File: config.mk
export PLATFORM = sky130hd
export DESIGN_NAME = cmp_event_ctrl
export DESIGN_NICKNAME = d
export VERILOG_FILES = /design/src/rtl/cmp_evt_pkg.sv /design/src/rtl/cmp_evt_sync.sv /design/src/rtl/cmp_evt_edge_fsm.sv /design/src/rtl/cmp_evt_regs.sv /design/src/rtl/cmp_event_ctrl.sv
export SDC_FILE = /design/constraint.sdc
export NUM_CORES = 1
export LEC_CHECK = 0
export BUFFER_PORTS_ARGS = -buffer_cell sky130_fd_sc_hd__buf_2
export CORE_AREA = 3 3 40 42
export DETAILED_ROUTE_END_ITERATION = 10
export DIE_AREA = 0 0 43 45
export HOLD_SLACK_MARGIN = 0.03
export PLACE_DENSITY = 0.72
export SETUP_SLACK_MARGIN = 0.1
export SLEW_MARGIN = 5
export SYNTH_ARGS = -nofsm -noshare
export SYNTH_HDL_FRONTEND = slang
export SYNTH_SLANG_ARGS = --single-unit
File: constraint.sdc
create_clock -name clk -period 1.5 [get_ports clk]
set_clock_uncertainty 0.1 [all_clocks]
set_input_delay 0.225 -clock clk [delete_from_list [all_inputs] [get_ports clk]]
set_output_delay 0.225 -clock clk [all_outputs]
set_load 0.01 [all_outputs]
File: src/rtl/cmp_evt_pkg.sv
package cmp_evt_pkg;

    typedef enum logic [1:0] {
        ST_LOW    = 2'd0,
        ST_HIGH   = 2'd1,
        ST_FROZEN = 2'd2
    } edge_st_e;

    typedef enum logic [1:0] {
        MODE_ANY  = 2'd0,
        MODE_RSVD = 2'd1,
        MODE_FALL = 2'd2,
        MODE_RISE = 2'd3
    } evt_mode_e;

    localparam int REG_W    = 8;
    localparam int BIT_DIS  = 7;
    localparam int BIT_REF  = 6;
    localparam int BIT_LVL  = 5;
    localparam int BIT_FLAG = 4;
    localparam int BIT_IE   = 3;
    localparam int BIT_CAP  = 2;
    localparam int BIT_M1   = 1;
    localparam int BIT_M0   = 0;

endpackage

File: src/rtl/cmp_evt_sync.sv
module cmp_evt_sync #(
    parameter int STAGES = 2
) (
    input  logic clk,
    input  logic rst_n,
    input  logic hold,
    input  logic d,
    output logic q
);
    localparam int TOP = STAGES - 1;

    logic [TOP:0] chain_q;

    generate
        if (STAGES == 1) begin : g_single
            always_ff @(posedge clk or negedge rst_n) begin
                if (!rst_n)     chain_q <= '0;
                else if (!hold) chain_q <= d;
            end
        end else begin : g_multi
            always_ff @(posedge clk or negedge rst_n) begin
                if (!rst_n)     chain_q <= '0;
                else if (!hold) chain_q <= {chain_q[TOP-1:0], d};
            end
        end
    endgenerate

    assign q = chain_q[TOP];

    // the synchronized level freezes while the comparator is powered off
    assert_hold_stable_R11: assert property (@(posedge clk) disable iff (!rst_n)
        $past(hold) |-> $stable(q));

endmodule

File: src/rtl/cmp_evt_edge_fsm.sv
module cmp_evt_edge_fsm
    import cmp_evt_pkg::*;
(
    input  logic clk,
    input  logic rst_n,
    input  logic hold,
    input  logic lvl,
    output logic evt_rise,
    output logic evt_fall
);
    edge_st_e state_q, state_d;

    always_ff @(posedge clk or negedge rst_n) begin
        if (!rst_n) state_q <= ST_LOW;
        else        state_q <= state_d;
    end

    always_comb begin
        state_d = state_q;
        unique case (state_q)
            ST_LOW: begin
                if (hold)     state_d = ST_FROZEN;
                else if (lvl) state_d = ST_HIGH;
            end
            ST_HIGH: begin
                if (hold)      state_d = ST_FROZEN;
                else if (!lvl) state_d = ST_LOW;
            end
            ST_FROZEN: begin
                if (!hold) state_d = lvl ? ST_HIGH : ST_LOW;
            end
            default: state_d = ST_LOW;
        endcase
    end

    always_comb begin
        evt_rise = 1'b0;
        evt_fall = 1'b0;
        unique case (state_q)
            ST_LOW:    evt_rise = !hold && lvl;
            ST_HIGH:   evt_fall = !hold && !lvl;
            ST_FROZEN: ;
            default:   ;
        endcase
    end

    // a powered-off cycle always leads into the frozen state
    assert_frozen_after_off_R11: assert property (@(posedge clk) disable iff (!rst_n)
        $past(hold) |-> state_q == ST_FROZEN);

    // a level state remembers the previous synchronized sample
    assert_state_tracks_R4: assert property (@(posedge clk) disable iff (!rst_n)
        (!$past(hold) && state_q != ST_FROZEN) |-> ((state_q == ST_HIGH) == $past(lvl)));

endmodule

File: src/rtl/cmp_evt_regs.sv
module cmp_evt_regs
    import cmp_evt_pkg::*;
(
    input  logic             clk,
    input  logic             rst_n,
    input  logic             we,
    input  logic [REG_W-1:0] wdata,
    input  logic             ack,
    input  logic             evt_rise,
    input  logic             evt_fall,
    input  logic             lvl,
    output logic [REG_W-1:0] rdata,
    output logic             dis,
    output logic             refsel,
    output logic             ie,
    output logic             cap,
    output logic             flag
);
    evt_mode_e mode_q;
    logic      set_evt;
    logic      clr_evt;

    always_ff @(posedge clk or negedge rst_n) begin
        if (!rst_n) begin
            dis    <= 1'b0;
            refsel <= 1'b0;
            ie     <= 1'b0;
            cap    <= 1'b0;
            mode_q <= MODE_ANY;
        end else if (we) begin
            dis    <= wdata[BIT_DIS];
            refsel <= wdata[BIT_REF];
            ie     <= wdata[BIT_IE];
            cap    <= wdata[BIT_CAP];
            mode_q <= evt_mode_e'(wdata[BIT_M1:BIT_M0]);
        end
    end

    always_comb begin
        set_evt = 1'b0;
        unique case (mode_q)
            MODE_ANY:  set_evt = evt_rise || evt_fall;
            MODE_RSVD: set_evt = 1'b0;
            MODE_FALL: set_evt = evt_fall;
            MODE_RISE: set_evt = evt_rise;
            default:   set_evt = 1'b0;
        endcase
    end

    assign clr_evt = ack || (we && wdata[BIT_FLAG]);

    always_ff @(posedge clk or negedge rst_n) begin
        if (!rst_n)       flag <= 1'b0;
        else if (set_evt) flag <= 1'b1;
        else if (clr_evt) flag <= 1'b0;
    end

    assign rdata = {dis, refsel, lvl, flag, ie, cap, mode_q};

    // an event in the same cycle as a clear leaves the flag set
    assert_set_wins_R7: assert property (@(posedge clk) disable iff (!rst_n)
        set_evt |=> flag);

    // acknowledge without a coinciding event clears the flag
    assert_ack_clears_R5: assert property (@(posedge clk) disable iff (!rst_n)
        (ack && !set_evt) |=> !flag);

    // a write of 0 to the flag position keeps the flag
    assert_w0_keeps_R6: assert property (@(posedge clk) disable iff (!rst_n)
        (flag && !ack && !(we && wdata[BIT_FLAG])) |=> flag);

    // the reserved mode never raises a clear flag
    assert_rsvd_quiet_R4: assert property (@(posedge clk) disable iff (!rst_n)
        (mode_q == MODE_RSVD && !flag) |=> !flag);

endmodule

File: src/rtl/cmp_event_ctrl.sv
module cmp_event_ctrl
    import cmp_evt_pkg::*;
#(
    parameter int SYNC_STAGES = 2
) (
    input  logic             clk,
    input  logic             rst_n,
    input  logic             cmp_raw,
    input  logic             bus_we,
    input  logic [REG_W-1:0] bus_wdata,
    output logic [REG_W-1:0] bus_rdata,
    input  logic             vec_ack,
    input  logic             gie,
    output logic             irq,
    output logic             cap_trig,
    output logic             pwr_off,
    output logic             ref_int
);
    logic lvl_s;
    logic rise_s, fall_s;
    logic dis_s, ref_s, ie_s, cap_s, flag_s;

    cmp_evt_sync #(.STAGES(SYNC_STAGES)) u_sync (
        .clk   (clk),
        .rst_n (rst_n),
        .hold  (dis_s),
        .d     (cmp_raw),
        .q     (lvl_s)
    );

    cmp_evt_edge_fsm u_fsm (
        .clk      (clk),
        .rst_n    (rst_n),
        .hold     (dis_s),
        .lvl      (lvl_s),
        .evt_rise (rise_s),
        .evt_fall (fall_s)
    );

    cmp_evt_regs u_regs (
        .clk      (clk),
        .rst_n    (rst_n),
        .we       (bus_we),
        .wdata    (bus_wdata),
        .ack      (vec_ack),
        .evt_rise (rise_s),
        .evt_fall (fall_s),
        .lvl      (lvl_s),
        .rdata    (bus_rdata),
        .dis      (dis_s),
        .refsel   (ref_s),
        .ie       (ie_s),
        .cap      (cap_s),
        .flag     (flag_s)
    );

    assign irq      = flag_s && ie_s && gie;
    assign cap_trig = cap_s && lvl_s;
    assign pwr_off  = dis_s;
    assign ref_int  = ref_s;

    // a request never appears while the global enable is low
    assert_irq_gated_R8: assert property (@(posedge clk) disable iff (!rst_n)
        irq |-> (gie && bus_rdata[BIT_IE] && bus_rdata[BIT_FLAG]));

    // the capture trigger stays idle unless routing is enabled
    assert_cap_idle_R9: assert property (@(posedge clk) disable iff (!rst_n)
        !bus_rdata[BIT_CAP] |-> !cap_trig);

endmodule

==> results.py <==
metrics = {
    "timing": {
        "setup_ws_ps": 232,
        "setup_viol": 0,
        "tns_ps": 0,
        "slew_headroom": 0.833,
        "max_clock_freq_mhz": 789,
        "hold_violations": 0,
        "fin_crit_sh": 0.845,
        "tightest_slew_ps": 248,
        "grt_setup_unrepaired": "no",
        "holdWs_ps": 91.0,
        "drv_slew": 0,
        "min_period_ps": 1270,
    },
    "route": {
        "routed_via_density": 4.54,
        "vias": 336,
        "wirelength_um": 848,
        "drtIter0Drc": 0,
        "first_pass_iters": 1,
        "wire_per_inst_um": 11.5,
        "postRouteAntennaNets": 0,
        "drcViolationCount": 0,
    },
    "synth": {
        "ys_seq_elements": 11,
        "syn_avg_cell_area_um2": 13.2,
        "netlist_area_um2": 488,
        "ys_seq_area_frac": 0.564,
        "yosys-top-cells-area": "dfrtp_1 (56%), mux2_2 (18%), buf_4 (9.2%)",
        "yosysTopAreaCellShare": 0.564,
        "ys_warn_count": 0,
        "yosys.area.top_type": "dfrtp_1",
        "netlist_instances": 37,
        "synth_fp_nets": 51,
        "synth_cell_type_count": 14,
    },
    "placed_design": {
        "place_ws_ps": 354,
        "place_inst": 69,
        "gp_congestion": 0.696,
        "port_buffers": 24,
    },
    "worst_setup_path": {
        "r2r_slack_ps": 330,
        "crit_end": "cap_trig",
        "reg2reg_to": "u_regs.flag",
        "crit_required_ps": 1170,
        "critical_path_class": "reg2out",
        "end_kind": "output port",
        "start_kind": "register",
        "worstPathArrival_ps": 940,
        "cp_max_fo": 5,
        "critPathLaunch": "u_sync.chain_q[1]",
        "reg2reg_from": "u_regs.dis",
        "r2r_cells": 3,
    },
    "floorplanning": {
        "dieArea_mm2": 0.00194,
        "fp-row-count": 13,
        "ios": 26,
        "die_h_um": 45,
        "core-area_mm2": 0.00128,
        "die_x_um": 43,
        "start_util": 0.380,
    },
    "global_route": {
        "overflow": 0,
        "gr-usage-all-layers": 0.113,
        "grt_max_degree": 12,
        "antenna_found_initial": 0,
        "grt_pass1_wl_mm": 1.46,
        "grt_pass1_vias": 330,
    },
    "clock_network": {
        "cts-htree-levels": 1,
        "insertion_delay_ps": 260,
        "clockBufferDepth": 2,
        "cts_buffers": 3,
        "cts_root_buffer": "clkbuf_4",
        "cts_tree": "yes",
        "cts.sinks": 11,
        "clkTransAtPathRegs_ps": 60,
    },
    "cells_and_area": {
        "final_common_cell": "buf_2",
        "final_cells": 74,
        "fin_nets": 74,
        "seqCellArea_um2": 275,
        "multi_input_area_um2": 159,
        "drive_above_1_share": 0.593,
        "area_delta_synth_final_pct": 25.6,
        "utilization": 0.477,
        "antenna_cells": 0,
        "layout_common_cells": "buf_2 (24), dfrtp_1 (11), mux2_2 (8), clkbuf_4 (3), nor4_1 (2)",
        "num-fill-cells": 125,
    },
    "pwr": {
        "peakVddDrop_uv": 575,
        "pwr-share-seq": 0.529,
        "clkPwrFrac": 0.272,
        "switching_share": 0.267,
        "intPower_mw": 0.517,
        "p_comb_frac": 0.198,
        "p_switching_mw": 0.188,
        "p_per_area_mw_per_mm2": 1150,
        "p_leak_nw": 0.314,
    },
    "run": {
        "cap_violations": 0,
    },
    "hold_path": {
        "hold_path.class": "in2reg",
    },
    "outcome": {
        "outcome": "finished clean",
    },
}
## synth_stat cells
cell      count
dfrtp_1      11
mux2_2        8
buf_4         6
nor4_1        2
a211o_1       1
a211oi_1      1
a21boi_0      1
a21oi_1       1
and2_1        1
and3_1        1
buf_2         1
inv_1         1
nand2b_1      1
xor2_1        1
## state kept, by name, summed over array words and instances (netlist names)
signal	cells
u_fsm.state_q	2
u_regs.flag	1
u_regs.dis	1
u_regs.ie	1
u_regs.cap	1
u_sync.chain_q	2
u_regs.mode_q	2
u_regs.refsel	1
## repair_timing
item,CTS,global route
hold buffers,1,0
buffers inserted,0,0
gates resized for setup,0,0
endpoints found under the hold margin,11,0
## through the flow
stage	cell area, um2	power [mW]
global placement	577	0.514
finish	613	0.705
global route	613	0.756
detailed placement	577	0.519
floorplan	488	0.480
CTS	613	0.720
## worst max-delay path, cell delays in order (launching register included)
cell     delay, ps
dfrtp_1        410
and2_1         140
buf_2          130
## layout make-up
class,instances,area share
Multi-Input combinational cell,18,0.259
Tap cell,15,0.0306
Clock buffer,4,0.0429
Sequential cell,11,0.449
Timing Repair Buffer,25,0.212
Inverter,1,0.00612
## per-layer routing
metal	track usage	up-vias	part of all wire
li1	-	169	-
met1	0.129	152	0.42
met2	0.165	15	0.48
met3	0.0598	0	0.10
met4	0.0723	0	0
met5	0	-	0
## how the worst min path moves through the flow
stage | cells after the start | startpoint | end
final | 2 | bus_wdata[3] | u_regs.ie
after global routing | 2 | bus_wdata[7] | u_regs.dis
after CTS | 2 | bus_wdata[3] | u_regs.ie
after detailed placement | 1 | rst_n | u_sync.chain_q[0]
after global placement | 1 | rst_n | u_regs.cap
after floorplan | 0 | rst_n | u_fsm.state_q[0]
## power groups by stage
stage / logic [mW] / registers, mW / clock network (mW)
floorplan: 0.102 / 0.378 / 0
global placement: 0.137 / 0.377 / 0
detailed placement: 0.140 / 0.379 / 0
CTS: 0.143 / 0.374 / 0.203
global route: 0.154 / 0.383 / 0.219
finish: 0.140 / 0.373 / 0.192
## kinds of logic (layout without fill, tap and decap cells)
family                    count (synthesis)  count (layout)  share of synthesized area
DFF                                      11              11                      0.564
muxes                                     8               8                      0.185
xor gates and xnor gates                  1               1                     0.0180
buffers and inverters                     8              30                      0.110
and+or+nand+nor                           5               5                     0.0641
AOI/OAI and AO/OA                         4               4                     0.0590
No activity file was read; power rests on OpenSTA's default activity.
